<file path="src/rtl/tt_pkg.sv">
package tt_pkg;
  localparam int NUM_GROUPS = 11;
  localparam int FLAG_W     = 6;

  typedef enum logic [3:0] {
    G_CLK   = 4'd0,
    G_CTRL  = 4'd1,
    G_COUNT = 4'd2,
    G_INTV  = 4'd3,
    G_M1    = 4'd4,
    G_M2    = 4'd5,
    G_M3    = 4'd6,
    G_STAT  = 4'd7,
    G_IEN   = 4'd8,
    G_EVC   = 4'd9,
    G_EVV   = 4'd10,
    G_NONE  = 4'd15
  } grp_e;

  // counter-control bit positions
  localparam int C_HALT  = 0;
  localparam int C_INTV  = 1;
  localparam int C_MATCH = 3;
  localparam int C_CRST  = 4;
  // status bit positions
  localparam int S_INTV  = 0;
  localparam int S_OVF   = 4;
endpackage

</file>
<file path="src/rtl/tt_addr_decode.sv">
module tt_addr_decode
  import tt_pkg::*;
#(
  parameter int ADDR_W = 8,
  parameter int NUM_CH = 3,
  localparam int CH_W  = $clog2(NUM_CH)
) (
  input  logic [ADDR_W-1:0] addr,
  output grp_e              grp,
  output logic [CH_W-1:0]   chan
);
  logic [ADDR_W-3:0] word_idx;
  logic              unused_lsb;

  assign word_idx   = addr[ADDR_W-1:2];
  assign unused_lsb = ^addr[1:0];

  always_comb begin
    int unsigned iw;
    iw   = 32'(word_idx);
    chan = CH_W'(iw % NUM_CH);
    if ((iw / NUM_CH) < NUM_GROUPS) grp = grp_e'(4'(iw / NUM_CH));
    else                             grp = G_NONE;
  end
endmodule

</file>
<file path="src/rtl/tt_chan_core.sv">
module tt_chan_core
  import tt_pkg::*;
#(
  parameter int CNT_W  = 16,
  parameter int DATA_W = 32,
  parameter int NUM_M  = 3
) (
  input  logic              clk,
  input  logic              rst_n,
  input  logic              wr_en,
  input  logic              clr_stat,
  input  grp_e              grp,
  input  logic [CNT_W-1:0]  wdata,
  output logic [DATA_W-1:0] rd_word,
  output logic              irq
);
  logic [5:0]        clk_q, ctrl_q, ien_q;
  logic [2:0]        evc_q;
  logic [CNT_W-1:0]  intv_q, cnt_q, cnt_d;
  logic [FLAG_W-1:0] stat_q, stat_d, ev;
  logic [CNT_W-1:0]  match_q [NUM_M];
  logic [NUM_M-1:0]  m_hit;
  logic              run, hit_intv, hit_ovf, cnt_rst, cnt_en, stat_en;
  logic              clk_en, ctrl_en, intv_en, ien_en, evc_en;

  assign run      = ~ctrl_q[C_HALT];
  assign hit_intv = run & ctrl_q[C_INTV] & (cnt_q == intv_q);
  assign hit_ovf  = run & ~hit_intv & (&cnt_q);
  assign clk_en   = wr_en & (grp == G_CLK);
  assign ctrl_en  = wr_en & (grp == G_CTRL);
  assign intv_en  = wr_en & (grp == G_INTV);
  assign ien_en   = wr_en & (grp == G_IEN);
  assign evc_en   = wr_en & (grp == G_EVC);
  assign cnt_rst  = ctrl_en & wdata[C_CRST];

  generate
    for (genvar k = 0; k < NUM_M; k++) begin : g_match
      logic m_en;
      assign m_en     = wr_en & (grp == grp_e'(4'(int'(G_M1) + k)));
      assign m_hit[k] = run & ctrl_q[C_MATCH] & (cnt_q == match_q[k]);
      always_ff @(posedge clk or negedge rst_n) begin
        if (!rst_n)    match_q[k] <= '0;
        else if (m_en) match_q[k] <= wdata;
      end
    end
  endgenerate

  always_comb begin
    ev            = '0;
    ev[S_INTV]    = hit_intv;
    ev[S_OVF]     = hit_ovf;
    ev[NUM_M:1]   = m_hit;
    stat_d        = (stat_q & ~{FLAG_W{clr_stat}}) | ev;
    stat_en       = clr_stat | (|ev);
    cnt_en        = cnt_rst | run;
    if (cnt_rst || hit_intv || hit_ovf) cnt_d = '0;
    else                                cnt_d = cnt_q + 1'b1;
  end

  always_ff @(posedge clk or negedge rst_n) begin
    if (!rst_n) begin
      clk_q  <= '0;
      ctrl_q <= 6'h21;
      intv_q <= '0;
      ien_q  <= '0;
      evc_q  <= '0;
      cnt_q  <= '0;
      stat_q <= '0;
    end else begin
      if (clk_en)  clk_q  <= wdata[5:0];
      if (ctrl_en) ctrl_q <= wdata[5:0] & ~6'(1 << C_CRST);
      if (intv_en) intv_q <= wdata;
      if (ien_en)  ien_q  <= wdata[5:0];
      if (evc_en)  evc_q  <= wdata[2:0];
      if (cnt_en)  cnt_q  <= cnt_d;
      if (stat_en) stat_q <= stat_d;
    end
  end

  always_comb begin
    case (grp)
      G_CLK:   rd_word = DATA_W'(clk_q);
      G_CTRL:  rd_word = DATA_W'(ctrl_q);
      G_COUNT: rd_word = DATA_W'(cnt_q);
      G_INTV:  rd_word = DATA_W'(intv_q);
      G_M1:    rd_word = DATA_W'(match_q[0]);
      G_M2:    rd_word = DATA_W'(match_q[1]);
      G_M3:    rd_word = DATA_W'(match_q[2]);
      G_STAT:  rd_word = DATA_W'(stat_q);
      G_IEN:   rd_word = DATA_W'(ien_q);
      G_EVC:   rd_word = DATA_W'(evc_q);
      default: rd_word = '0;
    endcase
  end

  assign irq = |(stat_q & ien_q);
endmodule

</file>
<file path="src/rtl/tt_read_mux.sv">
module tt_read_mux #(
  parameter int DATA_W = 32,
  parameter int NUM_CH = 3,
  localparam int CH_W  = $clog2(NUM_CH)
) (
  input  logic                           clk,
  input  logic                           rst_n,
  input  logic                           rd_acc,
  input  logic [CH_W-1:0]                chan,
  input  logic [NUM_CH-1:0][DATA_W-1:0]  words,
  output logic                           rd_valid,
  output logic [DATA_W-1:0]              rd_data
);
  logic [DATA_W-1:0] data_d;

  always_comb begin
    data_d = '0;
    if (rd_acc && (32'(chan) < NUM_CH)) data_d = words[chan];
  end

  always_ff @(posedge clk or negedge rst_n) begin
    if (!rst_n) begin
      rd_valid <= 1'b0;
      rd_data  <= '0;
    end else begin
      rd_valid <= rd_acc;
      rd_data  <= data_d;
    end
  end
endmodule

</file>
<file path="src/rtl/tri_timer_regbank.sv">
module tri_timer_regbank
  import tt_pkg::*;
#(
  parameter int ADDR_W = 8,
  parameter int DATA_W = 32,
  parameter int CNT_W  = 16,
  parameter int NUM_CH = 3,
  localparam int CH_W  = $clog2(NUM_CH)
) (
  input  logic              clk,
  input  logic              rst_n,
  input  logic              bus_valid,
  input  logic              bus_write,
  input  logic [ADDR_W-1:0] bus_addr,
  input  logic [DATA_W-1:0] bus_wdata,
  output logic              rd_valid,
  output logic [DATA_W-1:0] rd_data,
  output logic [NUM_CH-1:0] irq
);
  logic [1:0]                     rst_pipe;
  logic                           rst_core_n;
  grp_e                           grp;
  logic [CH_W-1:0]                chan;
  logic                           wr_acc, rd_acc;
  logic [NUM_CH-1:0][DATA_W-1:0]  words;
  logic                           unused_wdata_hi;

  // asynchronous assertion, synchronous release
  always_ff @(posedge clk or negedge rst_n) begin
    if (!rst_n) rst_pipe <= '0;
    else        rst_pipe <= {rst_pipe[0], 1'b1};
  end
  assign rst_core_n = rst_pipe[1];

  assign unused_wdata_hi = ^bus_wdata[DATA_W-1:CNT_W];
  assign wr_acc = bus_valid & bus_write & (grp != G_NONE);
  assign rd_acc = bus_valid & ~bus_write;

  tt_addr_decode #(.ADDR_W(ADDR_W), .NUM_CH(NUM_CH)) i_dec (
    .addr (bus_addr),
    .grp  (grp),
    .chan (chan)
  );

  generate
    for (genvar c = 0; c < NUM_CH; c++) begin : g_ch
      logic sel;
      assign sel = (chan == CH_W'(c));
      tt_chan_core #(.CNT_W(CNT_W), .DATA_W(DATA_W)) i_core (
        .clk      (clk),
        .rst_n    (rst_core_n),
        .wr_en    (wr_acc & sel),
        .clr_stat (rd_acc & sel & (grp == G_STAT)),
        .grp      (grp),
        .wdata    (bus_wdata[CNT_W-1:0]),
        .rd_word  (words[c]),
        .irq      (irq[c])
      );
    end
  endgenerate

  tt_read_mux #(.DATA_W(DATA_W), .NUM_CH(NUM_CH)) i_rmux (
    .clk      (clk),
    .rst_n    (rst_core_n),
    .rd_acc   (rd_acc),
    .chan     (chan),
    .words    (words),
    .rd_valid (rd_valid),
    .rd_data  (rd_data)
  );
endmodule

</file>
<file path="config.mk">
export PLATFORM = sky130hd
export DESIGN_NAME = tri_timer_regbank
export DESIGN_NICKNAME = d
export VERILOG_FILES = /design/src/rtl/tt_pkg.sv /design/src/rtl/tt_addr_decode.sv /design/src/rtl/tt_chan_core.sv /design/src/rtl/tt_read_mux.sv /design/src/rtl/tri_timer_regbank.sv
export SDC_FILE = /design/constraint.sdc
export NUM_CORES = 1
export LEC_CHECK = 0
export ABC_AREA = 1
export BUFFER_PORTS_ARGS = -buffer_cell sky130_fd_sc_hd__buf_4
export CORE_ASPECT_RATIO = 1.25
export CORE_UTILIZATION = 27
export DETAILED_ROUTE_END_ITERATION = 12
export PLACE_DENSITY = 0.42
export SLEW_MARGIN = 10
export SYNTH_ARGS = -nofsm -noshare
export SYNTH_HDL_FRONTEND = slang
export SYNTH_SLANG_ARGS = --single-unit
</file>
<file path="constraint.sdc">
create_clock -name clk -period 16.73 [get_ports clk]
set_input_delay 0.8365 -clock clk [delete_from_list [all_inputs] [get_ports clk]]
set_output_delay 0.8365 -clock clk [all_outputs]
set_load 0.005 [all_outputs]
</file>
Yosys cells after proc, flatten, opt, wreduce, memory -nomap -nowiden
Index checks and enable logic that the tools add are counted.
- word-level logic and storage cells: 181
- output and inout bits: 36
- bits in registers: 353
- add/subtract/negate cells: 3
- eq/ne operators: 24
- $lt $le $gt $ge: 3
- reductions and logical operators: 18
- divide/modulo/power cells: 2
- mux-type cells: 10
- bitwise gates (word level): 88
- operator list (kind ; number):
    16-bit one-hot mux with 10 select lines ; 3
    16-bit equality test ; 12
    32-bit binary-select mux with 2-bit select ; 1
    32-bit 2-to-1 mux ; 2
    1-bit bitwise AND ; 63
    16-bit by 1-bit adder with 16-bit output, second input constant ; 3
    16-bit 2-to-1 mux ; 3
    16-bit AND reduction ; 3
    6-bit bitwise AND ; 6
    6-bit by 2-bit divider with 32-bit output, second input constant ; 1
    32-bit by 4-bit < comparator with 1-bit output, second input constant ; 1
    6-bit by 2-bit remainder unit with 32-bit output, second input constant ; 1
    6-bit inverter ; 3
    6-bit by 5-bit OR with 6-bit output ; 3
    6-bit OR reduction ; 3
    4-bit by 3-bit equality test with 1-bit output, second input constant ; 4
    5-bit OR reduction ; 3
    4-bit by 2-bit equality test with 1-bit output, second input constant ; 2
    4-bit equality test, second input constant ; 2
    1-bit inverter ; 7
    1-bit logical OR ; 6
    1-bit OR ; 6
    4-bit by 1-bit equality test with 1-bit output, second input constant ; 1
    4-bit logical NOT ; 1
    8 further kinds ; 8

Longest topological paths before layout
- word-level depth: 11
- gate-level depth with buffers: 37

Cells and area by module
A second synthesis with hierarchy kept.
- cells, all modules: 2859
- area, all modules: 21035.2 µm²
- by module, submodules not included (module ; sequential area each (µm²) ; area an instance (µm²) ; times used ; cells each):
    tt_chan_core ; 2655.0 ; 6077.1 ; 3 ; 817
    tt_read_mux ; 825.8 ; 2010.7 ; 1 ; 277
    tt_addr_decode ; 0.0 ; 629.4 ; 1 ; 105
    tri_timer_regbank ; 50.0 ; 163.9 ; 1 ; 26

Worst setup path before layout
OpenSTA, ideal clock, no wires.
- kind: input-to-reg
- start: in bus_addr[6]
- end: reg g_ch[2].i_core.cnt_q[10]
- stages on the path: 37
- setup slack: 11.921 ns
- library setup time: 0.118 ns
- required time: 16.612 ns
- arrival time: 4.691 ns
- path through: clkbuf_1 > ha_1 > inv_1 > nand2_1 > nand2_1 > nand2_1 > nand3_1 > nand2_1 > clkinv_1 > nand3_2 > nand2_1 > nand2_1 > inv_1 > ha_1 > inv_1 > nand3_4 > nor2_4 > o21ai_2 > buf_4 > xor2_1 > ha_1 > or2_2 > a21oi_2 > nand3_2 > nor2_2 > nand2_1 > nand2_4 > inv_2 > nor2_4 > nand2_4 > nor2_2 > nand2_2 > nand2_1 > inv_2 > buf_6 > nand2_1 > nand2_1
- longest elaborated chain between the ends: 11
- elaborated cells between the ends (all ways): 15
- classes of those cells: 2 x div; 1 x order compare; 3 x eq/ne; 2 x mux; 5 x bitwise; 2 x reduce/logical
- ends and longest elaborated chain (item ; RTL line ; text):
    from (decl) ; tri_timer_regbank.sv:14 ; input logic [ADDR_W-1:0] bus_addr,
    6-bit by 2-bit divider with 32-bit output ; tt_addr_decode.sv:22 ; if ((iw / NUM_CH) < NUM_GROUPS) grp = grp_e'(4'(iw / NUM_CH));
    32-bit by 4-bit < comparator with 1-bit output ; tt_addr_decode.sv:22 ;
    4-bit 2-to-1 mux ; tt_addr_decode.sv:22 ;
    4-bit inequality test ; tri_timer_regbank.sv:36 ; assign wr_acc = bus_valid & bus_write & (grp != G_NONE);
    1-bit bitwise AND ; tri_timer_regbank.sv:36 ;
    1-bit bitwise AND ; tri_timer_regbank.sv:52 ; .wr_en (wr_acc & sel),
    1-bit bitwise AND (*) ; tt_chan_core.sv:30 ; assign ctrl_en = wr_en & (grp == G_CTRL);
    1-bit bitwise AND (*) ; tt_chan_core.sv:34 ; assign cnt_rst = ctrl_en & wdata[C_CRST];
    1-bit logical OR (2 in a row) ; tt_chan_core.sv:56 ; if (cnt_rst || hit_intv || hit_ovf) cnt_d = '0;
    16-bit 2-to-1 mux ; tt_chan_core.sv:56 ;
    to (signal assigned) ; tt_chan_core.sv:75 ; if (cnt_en) cnt_q <= cnt_d;
    to (decl) ; tt_chan_core.sv:19 ; logic [CNT_W-1:0] intv_q, cnt_q, cnt_d;
Mark *: on every way between the ends. The rest lies on a longest branch, timed or not.
A chain may end at the register's enable or synchronous reset.

Final worst setup path
- start: in bus_addr[7]
- end: reg g_ch[0].i_core.match_q[15] in the netlist's numbering
- longest elaborated chain between the ends: 7
- elaborated cells between the ends (all ways): 10
- classes of those cells: 2 x div; 1 x order compare; 2 x eq/ne; 1 x mux; 3 x bitwise; 1 x reduce/logical
- ends and longest elaborated chain (item ; RTL line ; text):
    6-bit by 2-bit divider with 32-bit output ; tt_addr_decode.sv:22 ;
    32-bit by 4-bit < comparator with 1-bit output ; tt_addr_decode.sv:22 ;
    4-bit 2-to-1 mux ; tt_addr_decode.sv:22 ;
    4-bit inequality test ; tri_timer_regbank.sv:36 ;
    1-bit bitwise AND ; tri_timer_regbank.sv:36 ;
    1-bit bitwise AND ; tri_timer_regbank.sv:52 ;
    1-bit bitwise AND (*) ; tt_chan_core.sv:39 ; assign m_en = wr_en & (grp == grp_e'(4'(int'(G_M1) + k)));
    to (signal, indexed assignment) ; tt_chan_core.sv:43 ; else if (m_en) match_q[k] <= wdata;
    to (decl) ; tt_chan_core.sv:21 ; logic [CNT_W-1:0] match_q [NUM_M];
Marked as above.

==> flow_metrics.env <==
export IMPL_cts_inserted_buffers=42
export IMPL_area_growth_pct=12.1
export IMPL_irDropWorstVdd_uv=60.9
export IMPL_status="complete, no violations"
export IMPL_dieArea_um2=73200
export IMPL_cp_common_cell="nand2_1"
export IMPL_clkLatencyLatePin_ns=0.59
export IMPL_avgViaCountPerCell=5.14
export IMPL_synthArstFlopShare=1.00
export IMPL_p_per_area_nw_per_um2=116
export IMPL_ios=80
export IMPL_worst_slew_pin_slew_ns=0.998
export IMPL_critical_path_max_fanout=32
export IMPL_critPathArrivalTime_ns=6.88
export IMPL_final_cell_mix="nand2_1, dfrtp_1, inv_1"
export IMPL_core_region_area_um2=71100
export IMPL_cp_slowest_stage_delay_ns=0.80
export IMPL_hold_path_depth=0
export IMPL_antenna_cells=0
export IMPL_fin_setup_tns_ns=0
export IMPL_period_needed_ns=6.43
export IMPL_r2r_cells=10
export IMPL_skew_ns=0.0233
export IMPL_max_freq_mhz=155
export IMPL_initial_utilization=0.274
export IMPL_rr_endpoint="g_ch[1].i_core.cnt_q[12]"
export IMPL_synth_seq_cells=337
export IMPL_antenna_found_initial=0
export IMPL_grt_start_max_net_pins=75
export IMPL_path_class="in2reg"
export IMPL_ctsResizeCount=0
export IMPL_hold_viol_final=0
export IMPL_finalNetCount=2601
export IMPL_met1_usage=0.271
export IMPL_met3_usage=0.0282
export IMPL_dr_pass1_iters=6
export IMPL_multi_input_area_um2=9180
export IMPL_critPathTopFamily="simple AND/OR/NAND/NOR gates"
export IMPL_layout_drive_gt1_share=0.0786
export IMPL_clockRootBuffer="clkbuf_16"
export IMPL_hp_start="rst_pipe[0]"
export IMPL_grtUsageMet2=0.382
export IMPL_globalplace_congestion=0.898
export IMPL_grt_pass1_wl_um=119000
export IMPL_p_total_w=0.00254
export IMPL_seq_area_um2=8440
export IMPL_yosysSeqAreaShare=0.433
export IMPL_p_leak_nw=9.80
export IMPL_cts_setup_buffers=0
export IMPL_cp_start_kind="input port"
export IMPL_cts_tree="done"
export IMPL_synthCells=2588
export IMPL_rsz0062_at_grt="no"
export IMPL_path_clk_slew_ns=0.06
export IMPL_final_common_cell="nand2_1"
export IMPL_ctsHoldBuffers=1
export IMPL_synth_flop_cell="dfrtp_1"
export IMPL_rrSetupSlack_ns=13.29
export IMPL_grt_pass1_vias=17732
export IMPL_min_to="rst_pipe[1]"
export IMPL_top_usage_layer="met2"
export IMPL_critPathBufInv=7
export IMPL_setup_viol=0
export IMPL_post_drt_wl_per_cell_um=22.8
export IMPL_mappedNetlistArea_um2=19500
export IMPL_required_ns=17.18
export IMPL_drv_cap=0
export IMPL_hold_class="reg2reg"
export IMPL_ant_nets=0
export IMPL_synth_avg_cell_area_um2=7.53
export IMPL_wl_um=80300
export IMPL_cts_sinks=337
export IMPL_route_detailed_drc=0
export IMPL_hpwl_um=58000
export IMPL_rows=109
export IMPL_drtIter0Drc=1719
export IMPL_crit_path_end_kind="flip-flop"
export IMPL_vias=18131
export IMPL_ys_warn_count=0
export IMPL_h_tree_depth=2
export IMPL_grt_usage=0.218
export IMPL_clockBufferDepth=3
export IMPL_cp_slowest_cell="inv_1"
export IMPL_slew_headroom=0.335
export IMPL_synth_edf_count=0
export IMPL_yosysUniqueCellTypes=59
export IMPL_place_port_buffers=45
export IMPL_slew_viol_final=0
export IMPL_die_w_um=242
export IMPL_r2r_start="g_ch[1].i_core.cnt_q[12]"
export IMPL_die_h_um=302
export IMPL_fillers=7593
export IMPL_overflow=0
export IMPL_period_share=0.384
[synth_stat cells (all sizes together), types with 7 or more instances]
| cell | number | area, um2 |
|---|---|---|
| nand2 | 669 | 2560 |
| dfrtp | 331 | 8280 |
| o21ai | 302 | 1520 |
| inv | 296 | 1110 |
| nor2 | 200 | 806 |
| clkbuf | 91 | 344 |
| nand4 | 88 | 591 |
| o22ai | 83 | 519 |
| buf | 77 | 455 |
| nand3 | 73 | 403 |
| xor2 | 66 | 578 |
| a21oi | 57 | 300 |
| o21a | 41 | 308 |
| nor3 | 38 | 190 |
| xnor2 | 32 | 280 |
| o211ai | 22 | 165 |
| nor4 | 20 | 125 |
| o2111ai | 18 | 158 |
| nand3b | 12 | 90.1 |
| a221oi | 8 | 70.1 |
| or2 | 7 | 43.8 |
[routing by layer]
layer | vias to the layer above | share of wire | wire [um]
met2 | 703 | 0.49 | 39500
met3 | 141 | 0.059 | 4710
met1 | 8867 | 0.41 | 32700
met5 | - | 0 | 0
li1 | 8420 | - | -
met4 | 0 | 0.042 | 3350
[sequential cells by signal, summed over array words and instances, names as in the netlist]
signal,flops
g_ch.i_core.ien_q,18
g_ch.i_core.cnt_q,48
i_rmux.rd_data,16
g_ch.i_core.match_q,144
g_ch.i_core.stat_q,18
g_ch.i_core.intv_q,48
g_ch.i_core.clk_q,18
g_ch.i_core.ctrl_q,15
rst_pipe,2
g_ch.i_core.evc_q,9
i_rmux.rd_valid,1
[layout make-up]
class	count	share of cell area
inverter	302	0.0519
clock buffer	68	0.0591
clock inverter	7	0.00321
timing repair buffer	72	0.0249
tap	943	0.0540
sequential	337	0.387
multi-input combinational	1796	0.420
[metrics by stage]
stage                util  worst slack [ns]  hold slack, ns  std cells  area (um2)
finish              0.307             10.30           0.347       3525       21800
global route        0.307              9.83           0.359       3525       21800
CTS                 0.307             10.38           0.349       3525       21800
detailed placement  0.288              9.78           0.335       3449       20500
global placement    0.288              9.94           0.333       3449       20500
floorplan               -              6.65           0.331       2603       19500
[power breakdown]
part	internal, W	total [W]	switching, W
registers	0.000920	0.00104	0.000121
clock network	0.000541	0.000932	0.000391
logic	0.000179	0.000565	0.000386
total	0.00164	0.00254	0.000898
[worst max-delay path by stage]
stage | depth (start not counted) | slack (ns) | from | endpoint
2_1_floorplan | 0 | 6.65 | rst_pipe[1] | g_ch[0].i_core.clk_q[0]
3_3_place_gp | 29 | 9.94 | bus_addr[7] | g_ch[0].i_core.match_q[15]
3_5_place_dp | 34 | 9.78 | bus_addr[7] | g_ch[2].i_core.cnt_q[5]
4_1_cts | 34 | 10.38 | bus_addr[7] | g_ch[2].i_core.cnt_q[5]
5_1_grt | 34 | 9.83 | bus_addr[7] | g_ch[2].i_core.cnt_q[1]
6_report | 29 | 10.30 | bus_addr[7] | g_ch[0].i_core.match_q[15]
[cell families (layout without fill, tap and decap cells)]
logic type	count (synthesis)	after routing	share of synthesized area
xor gates and xnor gates	98	98	0.0441
DFF	337	337	0.433
and+or+nand+nor	1116	1116	0.250
other	2	17	0.000386
adders and majority gates	6	6	0.00385
buffers and inverters	470	449	0.0993
AOI/OAI and AO/OA	559	559	0.169
No activity file was read; power rests on OpenSTA's default activity.
